File: config.mk
export PLATFORM = sky130hd
export DESIGN_NAME = ecc_parity_module
export DESIGN_NICKNAME = d
export VERILOG_FILES = /design/src/rtl/ecc_pkg.sv /design/src/rtl/ecc_enc.sv /design/src/rtl/ecc_dec.sv /design/src/rtl/ecc_array.sv /design/src/rtl/err_log.sv /design/src/rtl/ecc_parity_module.sv
export SDC_FILE = /design/constraint.sdc
export NUM_CORES = 1
export LEC_CHECK = 0
export ABC_AREA = 1
export BUFFER_PORTS_ARGS = -buffer_cell sky130_fd_sc_hd__buf_4
export CORE_MARGIN = 1
export CORE_UTILIZATION = 55
export DETAILED_ROUTE_END_ITERATION = 10
export PLACE_DENSITY = 0.72
export SLEW_MARGIN = 20
export SYNTH_ARGS = -nofsm -noshare
export SYNTH_HDL_FRONTEND = slang
export SYNTH_SLANG_ARGS = --single-unit
export TNS_END_PERCENT = 20
File: constraint.sdc
create_clock -name clk_i -period 3.4 [get_ports clk_i]
set_input_delay 0.68 -clock clk_i [delete_from_list [all_inputs] [get_ports clk_i]]
set_output_delay 0.68 -clock clk_i [all_outputs]
set_load 0.02 [all_outputs]
File: src/rtl/ecc_pkg.sv
package ecc_pkg;
  localparam int DATA_W = 32;
  localparam int HAM_W  = 6;
  localparam int CODE_W = DATA_W + HAM_W + 1;
  localparam int NBYTES = DATA_W / 8;

  // codeword index = Hamming position; index 0 holds overall parity
  function automatic bit is_chk_pos(int p);
    return (p & (p - 1)) == 0;
  endfunction

  function automatic logic [CODE_W-1:0] ecc_encode(logic [DATA_W-1:0] d);
    logic [CODE_W-1:0] c;
    int di;
    c  = '0;
    di = 0;
    for (int p = 1; p < CODE_W; p++) begin
      if (!is_chk_pos(p)) begin
        c[p] = d[di];
        di++;
      end
    end
    for (int k = 0; k < HAM_W; k++) begin
      logic b;
      b = 1'b0;
      for (int p = 1; p < CODE_W; p++) begin
        if (!is_chk_pos(p) && ((p >> k) & 1) != 0) b = b ^ c[p];
      end
      c[1 << k] = b;
    end
    c[0] = ^c[CODE_W-1:1];
    return c;
  endfunction

  function automatic logic [HAM_W-1:0] ecc_syndrome(logic [CODE_W-1:0] c);
    logic [HAM_W-1:0] s;
    s = '0;
    for (int p = 1; p < CODE_W; p++) begin
      if (c[p]) s = s ^ HAM_W'(p);
    end
    return s;
  endfunction

  function automatic logic [DATA_W-1:0] ecc_extract(logic [CODE_W-1:0] c);
    logic [DATA_W-1:0] d;
    int di;
    d  = '0;
    di = 0;
    for (int p = 1; p < CODE_W; p++) begin
      if (!is_chk_pos(p)) begin
        d[di] = c[p];
        di++;
      end
    end
    return d;
  endfunction

  function automatic logic [NBYTES-1:0] byte_par(logic [DATA_W-1:0] d);
    logic [NBYTES-1:0] p;
    for (int b = 0; b < NBYTES; b++) p[b] = ^d[8*b +: 8];
    return p;
  endfunction
endpackage

File: src/rtl/ecc_enc.sv
module ecc_enc
  import ecc_pkg::*;
(
  input  logic [DATA_W-1:0] data_i,
  output logic [CODE_W-1:0] code_o
);
  always_comb code_o = ecc_encode(data_i);
endmodule

File: src/rtl/ecc_dec.sv
module ecc_dec
  import ecc_pkg::*;
(
  input  logic [CODE_W-1:0] code_i,
  output logic [DATA_W-1:0] data_o,
  output logic              sec_o,
  output logic              ded_o
);
  logic [HAM_W-1:0]  syn;
  logic              ovr;
  logic              fix_en;
  logic [CODE_W-1:0] fixed;

  always_comb begin
    syn    = ecc_syndrome(code_i);
    ovr    = ^code_i;
    // odd overall parity with an in-range syndrome means one bit flipped
    fix_en = ovr && (int'(syn) < CODE_W);
    fixed  = code_i;
    for (int p = 0; p < CODE_W; p++) begin
      if (fix_en && int'(syn) == p) fixed[p] = ~code_i[p];
    end
    sec_o  = fix_en;
    ded_o  = (!ovr && syn != '0) || (ovr && !fix_en);
    data_o = ecc_extract(fixed);
  end
endmodule

File: src/rtl/ecc_array.sv
module ecc_array
  import ecc_pkg::*;
#(
  parameter int ADDR_W = 4
) (
  input  logic              clk_i,
  input  logic              rst_ni,
  input  logic              we_i,
  input  logic [ADDR_W-1:0] waddr_i,
  input  logic [CODE_W-1:0] wcode_i,
  input  logic [CODE_W-1:0] fault_i,
  input  logic [ADDR_W-1:0] raddr_i,
  output logic [CODE_W-1:0] rcode_o
);
  localparam int DEPTH = 1 << ADDR_W;

  logic [CODE_W-1:0] mem_q [DEPTH];

  always_ff @(posedge clk_i or negedge rst_ni) begin
    if (!rst_ni) begin
      for (int i = 0; i < DEPTH; i++) mem_q[i] <= '0;
    end else if (we_i) begin
      mem_q[waddr_i] <= wcode_i ^ fault_i;
    end
  end

  assign rcode_o = mem_q[raddr_i];
endmodule

File: src/rtl/err_log.sv
module err_log #(
  parameter int ADDR_W = 4,
  parameter int CNT_W  = 8
) (
  input  logic              clk_i,
  input  logic              rst_ni,
  input  logic              rd_fire_i,
  input  logic              wr_fire_i,
  input  logic              sec_i,
  input  logic              ded_i,
  input  logic              wpar_bad_i,
  input  logic [ADDR_W-1:0] addr_i,
  output logic [CNT_W-1:0]  sec_cnt_o,
  output logic [ADDR_W-1:0] err_addr_o,
  output logic              wpar_err_o
);
  localparam logic [CNT_W-1:0] CNT_MAX = {CNT_W{1'b1}};

  always_ff @(posedge clk_i or negedge rst_ni) begin
    if (!rst_ni) begin
      sec_cnt_o  <= '0;
      err_addr_o <= '0;
      wpar_err_o <= 1'b0;
    end else begin
      if (rd_fire_i && sec_i && sec_cnt_o != CNT_MAX) sec_cnt_o <= sec_cnt_o + 1'b1;
      if (rd_fire_i && (sec_i || ded_i)) err_addr_o <= addr_i;
      if (wr_fire_i && wpar_bad_i) wpar_err_o <= 1'b1;
    end
  end
endmodule

File: src/rtl/ecc_parity_module.sv
module ecc_parity_module
  import ecc_pkg::*;
#(
  parameter int ADDR_W = 4,
  parameter int CNT_W  = 8
) (
  input  logic              clk_i,
  input  logic              rst_ni,
  input  logic              req_i,
  input  logic              we_i,
  input  logic [ADDR_W-1:0] addr_i,
  input  logic [31:0]       wdata_i,
  input  logic [3:0]        wpar_i,
  input  logic [38:0]       fault_i,
  output logic              rvalid_o,
  output logic [31:0]       rdata_o,
  output logic [3:0]        rpar_o,
  output logic              sec_o,
  output logic              ded_o,
  output logic [CNT_W-1:0]  sec_cnt_o,
  output logic [ADDR_W-1:0] err_addr_o,
  output logic              wpar_err_o
);
  logic              wr_fire, rd_fire;
  logic [CODE_W-1:0] wcode, rcode;
  logic [DATA_W-1:0] dec_data;
  logic              dec_sec, dec_ded;
  logic [NBYTES-1:0] wpar_calc, rpar_calc, rpar_next;

  assign wr_fire = req_i && we_i;
  assign rd_fire = req_i && !we_i;

  // host-side parity: check on write, regenerate on read
  for (genvar b = 0; b < NBYTES; b++) begin : g_par
    assign wpar_calc[b] = ^wdata_i[8*b +: 8];
    assign rpar_calc[b] = ^dec_data[8*b +: 8];
    assign rpar_next[b] = rpar_calc[b] ^ dec_ded;
  end

  ecc_enc i_enc (
    .data_i (wdata_i),
    .code_o (wcode)
  );

  ecc_array #(.ADDR_W(ADDR_W)) i_array (
    .clk_i   (clk_i),
    .rst_ni  (rst_ni),
    .we_i    (wr_fire),
    .waddr_i (addr_i),
    .wcode_i (wcode),
    .fault_i (fault_i),
    .raddr_i (addr_i),
    .rcode_o (rcode)
  );

  ecc_dec i_dec (
    .code_i (rcode),
    .data_o (dec_data),
    .sec_o  (dec_sec),
    .ded_o  (dec_ded)
  );

  err_log #(.ADDR_W(ADDR_W), .CNT_W(CNT_W)) i_log (
    .clk_i      (clk_i),
    .rst_ni     (rst_ni),
    .rd_fire_i  (rd_fire),
    .wr_fire_i  (wr_fire),
    .sec_i      (dec_sec),
    .ded_i      (dec_ded),
    .wpar_bad_i (wpar_calc != wpar_i),
    .addr_i     (addr_i),
    .sec_cnt_o  (sec_cnt_o),
    .err_addr_o (err_addr_o),
    .wpar_err_o (wpar_err_o)
  );

  always_ff @(posedge clk_i or negedge rst_ni) begin
    if (!rst_ni) begin
      rvalid_o <= 1'b0;
      sec_o    <= 1'b0;
      ded_o    <= 1'b0;
      rdata_o  <= '0;
      rpar_o   <= '0;
    end else begin
      rvalid_o <= rd_fire;
      sec_o    <= rd_fire && dec_sec;
      ded_o    <= rd_fire && dec_ded;
      if (rd_fire) begin
        rdata_o <= dec_data;
        rpar_o  <= rpar_next;
      end
    end
  end
endmodule

==> flow_summary.json, run 1 <==
{
  "status": "finished, violations left",
  "violations": "negative setup slack",
  "viasPerCell": 5.51,
  "min_from": "req_i",
  "maxSlewHeadroom_pct": 23.9,
  "syn_nets": 5051,
  "crit_path_top_delay_cell": "clkbuf_16",
  "yosys_warnings": 0,
  "worst_ep_required_time_ns": 3.91,
  "antenna_found_initial": 2,
  "p_leak_nw": 23.7,
  "rsz0062_at_grt": "yes",
  "cts_tree": "built",
  "final_cells": 6306,
  "syn_to_final_growth_pct": 28.3,
  "routed-wl-met3_mm": 14.8,
  "arrival_ns": 4.30,
  "cts.sinks": 676,
  "drt-met1-wl_mm": 48.6,
  "max_stage_delay_ns": 0.18,
  "ant_nets": 0,
  "grt_pass1_wl_mm": 189,
  "finClkSkew_ns": 0.0163,
  "max_freq_ghz": 0.264,
  "grt_start_max_net_pins": 117,
  "cp_common_cell": "nand2_1",
  "synth-seq-cells": 676,
  "hold_path_class": "primary input to register",
  "power.density_nw_per_um2": 702,
  "dieArea_um2": 64900,
  "fin_crit_sh_pct": 111,
  "dp_hpwl_mm": 79.3,
  "n_antenna_cell": 0,
  "cts_buffers": 73,
  "gp_congestion": 0.955,
  "met2WireLength_mm": 56.5,
  "endpoint_kind": "register",
  "wire_per_inst_um": 20.0,
  "syn_inst": 4967,
  "worstMarginPinSlew_ns": 1.13,
  "drv_cap": 0,
  "io_buffers": 134,
  "rr_startpoint": "i_array.mem_q[402]",
  "drive_above_1_share_pct": 20.8,
  "grt-ovfl-total": 0,
  "min_period_ns": 3.79,
  "layout_commonest_cell": "nand2_1",
  "cts.htree.levels": 3,
  "io_pins": 135,
  "maxSlewViolCount": 0,
  "syn_avg_cell_area_um2": 7.07,
  "nets": 5491,
  "crit_fanout": 11,
  "first_iter_violations": 3905,
  "hold_viol_final": 0,
  "final_cell_mix": "nand2_1, dfrtp_1, buf_4, o21ai_0, inv_1",
  "grt_use_total_pct": 38.8,
  "synth_area_um2": 35100,
  "drc": 0,
  "crit_type": "primary input to register",
  "via_count": 34800,
  "cts.clk_slew.worst_paths_ns": 0.06,
  "firstDrtPassIters": 8,
  "grt_pass1_vias": 32600,
  "start_kind": "primary input",
  "critPathLaunch": "addr_i[0]",
  "post-route-util_pct": 71.4,
  "core-area_um2": 63100,
  "routed_wl_mm": 126,
  "vdd_drop_max_mv": 0.448,
  "layout_setup_ws_ns": -0.387,
  "initial_core_util_pct": 55.7,
  "rows": 92,
  "cts_root_buf": "clkbuf_16",
  "dieWidth_um": 255,
  "seq_area_frac_synth_pct": 48.2,
  "synth.distinct_cells": 38,
  "clkLatencyLatePin_ns": 0.63,
  "dp_cells": 6086,
  "routed.top_layer": "met4",
  "finalSetupViolations": 22,
  "holdWs_ns": 0.326,
  "dieHeight_um": 255,
  "max-clock-path-buffers": 3
}
## power by group
part | internal (W) | switching [W] | total, W
clock | 0.00509 | 0.00337 | 0.00846
combinational | 0.00488 | 0.00721 | 0.0121
sequential | 0.0101 | 0.000984 | 0.0111
total | 0.0201 | 0.0116 | 0.0316
## stage by stage
stage,power [W],cell area (um^2),setup WS (ns),setup TNS [ns]
floorplan,0.0167,35200,-0.150,-0.731
global placement,0.0205,39900,-1.13,-36.67
detailed placement,0.0207,39900,-1.16,-40.62
CTS,0.0303,43900,-0.186,-0.936
global route,0.0333,45100,-0.660,-11.65
finish,0.0316,45100,-0.387,-3.72
## routing by layer
metal / global-route usage, % / up-vias
li1: - / 16000
met2: 60.1 / 1919
met1: 51.1 / 16400
met3: 9.79 / 414
met5: 0 / -
met4: 18.2 / 0
## kinds of logic after synthesis
logic type	share of synthesized area (%)
flip-flops	48.2
XOR/XNOR	4.23
multiplexers	0.0606
adder cells (fa/ha/maj)	0.0356
AND/OR/NAND/NOR	32.1
buffers and inverters	7.42
AO/OA/AOI/OAI	8.01
## worst paths after layout
| check | end | slack [ns] | cells after the start |
|---|---|---|---|
| max in group asynchronous | i_array.mem_q[367] | 1.78 | 3 |
| min in group asynchronous | i_array.mem_q[352] | 0.53 | 2 |
| hold reg to reg | i_array.mem_q[574] | 0.47 | 2 |
| setup reg to reg | rpar_o[3] | -0.22 | 37 |
| hold / removal | i_log.wpar_err_o | 0.33 | 2 |
| setup / recovery | rpar_o[3] | -0.39 | 41 |
## critical path, delay by kind of cell
kind	cells	cell delay, ns
buffers and inverters	12	1.23
and+or+nand+nor	29	2.33
## cells in the mapped netlist (all sizes together)
| cell | number | area (um^2) |
|---|---|---|
| a21oi | 56 | 280 |
| a22oi | 18 | 135 |
| ha | 1 | 12.5 |
| dfrtp | 676 | 16900 |
| nor2 | 213 | 835 |
| xor2 | 102 | 908 |
| inv | 376 | 1410 |
| clkinv | 5 | 18.8 |
| a31o | 1 | 8.76 |
| o21ai | 464 | 2330 |
| nand3 | 69 | 350 |
| nand2 | 2584 | 9730 |
| nand4 | 44 | 275 |
| nand3b | 2 | 15.0 |
| or2 | 1 | 6.26 |
| o22ai | 10 | 62.6 |
| clkbuf | 189 | 709 |
| and2 | 1 | 6.26 |
| mux2 | 1 | 11.3 |
| xnor2 | 66 | 578 |
| nor3 | 7 | 46.3 |
| buf | 79 | 465 |
| nor4 | 1 | 6.26 |
| mux2i | 1 | 10.0 |
## layout make-up
cell class	instances	area (um^2)
flip-flops and latches	676	16900
fillers	5014	18000
clock inverters	28	388
inverters	381	1480
multi-input cells	3642	17100
well taps	846	1060
clock buffers	100	2140
repair buffers	633	5970
## state kept, by name (all words and copies together), names as in the netlist
signal            count
i_array.mem_q       624
rvalid_o              1
i_log.wpar_err_o      1
i_log.err_addr_o      4
ded_o                 1
i_log.sec_cnt_o       8
sec_o                 1
rdata_o              32
rpar_o                4
## repair_timing
item                       in CTS  in global routing
buffers inserted               49                 27
setup endpoints to repair      36                 49
cloned                         12                  7
hold buffers                    1                  0
pin swaps                      77                142
gates resized for setup       214                257
hold endpoints to repair       22                  0
Note: power is estimated with default switching activity, not from simulation.
==> run 2: changes to the inputs <==
CAP_MARGIN = 20   (was not set)
SYNTH_HIERARCHICAL = 1   (was not set)
==> flow_summary.json, run 2 <==
{
  "status": "finished, violations left",
  "violations": "negative setup slack",
  "firstDrtPassIters": 6,
  "gp_congestion": 0.982,
  "io_buffers": 134,
  "synth_top_area_share_pct": 44.7,
  "arrival_ns": 4.23,
  "cts_hold_buffers": 0,
  "rr_worst_depth": 29,
  "syn_nets": 5482,
  "drc": 0,
  "crit_type": "primary input to register",
  "start_kind": "primary input",
  "pre_cts_slack_ns": -1.08,
  "yosys_warnings": 6,
  "power.density_nw_per_um2": 650,
  "initial_core_util_pct": 55.9,
  "syn_avg_cell_area_um2": 7.01,
  "hold_path_class": "primary input to async pin",
  "wire_per_inst_um": 18.8,
  "cts_buffers": 73,
  "cts.clk_slew.worst_paths_ns": 0.06,
  "power_frac_comb_pct": 39.2,
  "drive_above_1_share_pct": 21.1,
  "largest_register": "i_array/mem_q",
  "syn_inst": 5398,
  "layout_setup_ws_ns": -0.319,
  "dp_cells": 6430,
  "rr_startpoint": "i_array/mem_q[568]",
  "rsz0062_at_grt": "yes",
  "synth_edf_count": 0,
  "rows": 95,
  "syn_to_final_growth_pct": 26.1,
  "worstMarginPinSlew_ns": 0.997,
  "synthArstFlopShare_pct": 100,
  "r2r_slack_ns": -0.06,
  "io_pins": 135,
  "n_antenna_cell": 0,
  "antenna_found_initial": 0,
  "routed_wl_mm": 125,
  "dieHeight_um": 264,
  "grt_start_max_net_pins": 98,
  "clkPwrFrac_pct": 26.2,
  "worst_ep_required_time_ns": 3.91,
  "drv_cap": 0,
  "p_int_w": 0.0196,
  "first_iter_violations": 4006,
  "layout_commonest_cell": "nand2_1",
  "finClkSkew_ns": 0.0356,
  "synth_area_um2": 37800,
  "max_freq_ghz": 0.269,
  "max-clock-path-buffers": 3,
  "cts_tree": "built",
  "grt_pass1_vias": 34600,
  "fin_crit_sh_pct": 109,
  "maxSlewViolCount": 0,
  "grt_use_total_pct": 34.9,
  "synth-seq-cells": 676,
  "largest_register_ffs": 624,
  "synth.distinct_cells": 32,
  "dp_hpwl_mm": 77.3,
  "synth_common_cells": "nand2_1, inv_1, nand3_1",
  "min_period_ns": 3.72,
  "finalSetupViolations": 10,
  "r2r-end": "rpar_o[3]",
  "p_switching_w": 0.0114,
  "crit_fanout": 8,
  "seq_power_share_pct": 34.5,
  "maxSlewHeadroom_pct": 33.4,
  "cp_common_cell": "nand2_1",
  "viasPerCell": 5.57,
  "dieWidth_um": 264,
  "final_cells": 6635,
  "grt_pass1_wl_mm": 190,
  "setup_tns_ns": -1.65,
  "largestRegisters": "i_array/mem_q x624, rdata_o x32, i_log/sec_cnt_o x8",
  "vdd_drop_max_mv": 0.550,
  "via_count": 36900,
  "p_leak_nw": 24.1,
  "cts.sinks": 676,
  "cts.htree.levels": 3,
  "endpoint_kind": "register",
  "max_stage_delay_ns": 0.20,
  "cts_root_buf": "clkbuf_16",
  "seq_area_frac_synth_pct": 44.7,
  "clkLatencyLatePin_ns": 0.64,
  "synth_top_area_cell": "dfrtp_1",
  "ys.flop_type": "dfrtp_1",
  "nets": 5790,
  "synth_most_common_cell": "nand2_1",
  "ant_nets": 0,
  "core-area_um2": 67600,
  "dieArea_um2": 69800,
  "swShare_pct": 36.9,
  "final_cell_mix": "nand2_1, inv_1, dfrtp_1, o21ai_0, nand3_1",
  "hold_viol_final": 0,
  "crit_path_top_delay_cell": "buf_16",
  "synth_area_leaders": "dfrtp_1, nand2_1, nand3_1",
  "grt-ovfl-total": 0
}
run 2: cell types whose count changed in the layout (fill, tap and decap cells not counted), moves of 40 or more:
cell     previous run  this run
a21oi_1            41         1
buf_4             524       437
inv_1             341       734
nand2_1          2390      1787
nand3_1            47       546
nand3_2            18       147
nor2_1            136        30
o21ai_0           414       624
run 2: metrics by stage:
step	instance area, um^2	util, %	hold WS (ns)	power [W]
5_1_grt	47700	70.5	0.0659	0.0326
4_1_cts	45800	67.7	0.0403	0.0299
6_report	47700	70.5	0.0515	0.0310
3_5_place_dp	42200	62.4	0.447	0.0210
2_1_floorplan	38200	-	0.384	0.0173
3_3_place_gp	42200	62.4	0.446	0.0207
run 2: power by group through the flow:
stage	Clock (W)	Sequential, W	Combinational, W
6_report	0.00813	0.0107	0.0122
5_1_grt	0.00849	0.0109	0.0133
4_1_cts	0.00818	0.0107	0.0110
3_5_place_dp	0	0.0108	0.0102
3_3_place_gp	0	0.0107	0.00999
2_1_floorplan	0	0.0108	0.00652
run 2: worst max path at each step:
stage / start / endpoint / slack, ns / depth (start not counted)
2_1_floorplan: addr_i[0] / rpar_o[0] / -0.27 / 31
3_3_place_gp: addr_i[0] / rpar_o[2] / -1.06 / 32
3_5_place_dp: addr_i[0] / rpar_o[1] / -1.08 / 29
4_1_cts: addr_i[0] / rpar_o[1] / -0.14 / 32
5_1_grt: addr_i[0] / rpar_o[3] / -0.52 / 36
6_report: addr_i[0] / rpar_o[2] / -0.32 / 34
run 2: layout make-up:
| class | count | area, um^2 |
|---|---|---|
| multi-input combinational | 3573 | 18000 |
| timing repair buffer | 582 | 6150 |
| sequential | 676 | 16900 |
| clock inverter | 29 | 308 |
| inverter | 798 | 3060 |
| timing repair inverter | 2 | 50.0 |
| fill | 5278 | 20000 |
| clock buffer | 102 | 2130 |
| tap | 873 | 1090 |
run 2: cell families (layout without fill, tap and decap cells):
group	count (synthesis)	after routing	share of synthesized area (%)
AO/OA/AOI/OAI	637	637	8.46
XOR/XNOR	124	124	3.01
adder cells (fa/ha/maj)	1	1	0.0331
buffers and inverters	1150	1513	12.6
flip-flops	676	676	44.7
AND/OR/NAND/NOR	2810	2811	31.2
run 2: metal layers:
layer	up-vias	part of all wire (%)	global-route usage (%)
met4	0	4.4	14.2
met1	17500	40	46.5
met3	342	9.8	6.41
met2	1849	46	56.1
li1	17200	-	-
met5	-	0	0
run 2: what timing repair did:
action / CTS / global route
pin swaps: 32 / 108
gates resized for setup: 149 / 350
hold endpoints to repair: 0 / 0
setup buffers: 18 / 28
cloned: 17 / 12
setup endpoints to repair: 25 / 49
run 2: critical path, delay by kind of cell:
| kind | cells | cell delay, ns |
|---|---|---|
| buffers and inverters | 9 | 1.22 |
| and+or+nand+nor | 25 | 2.28 |
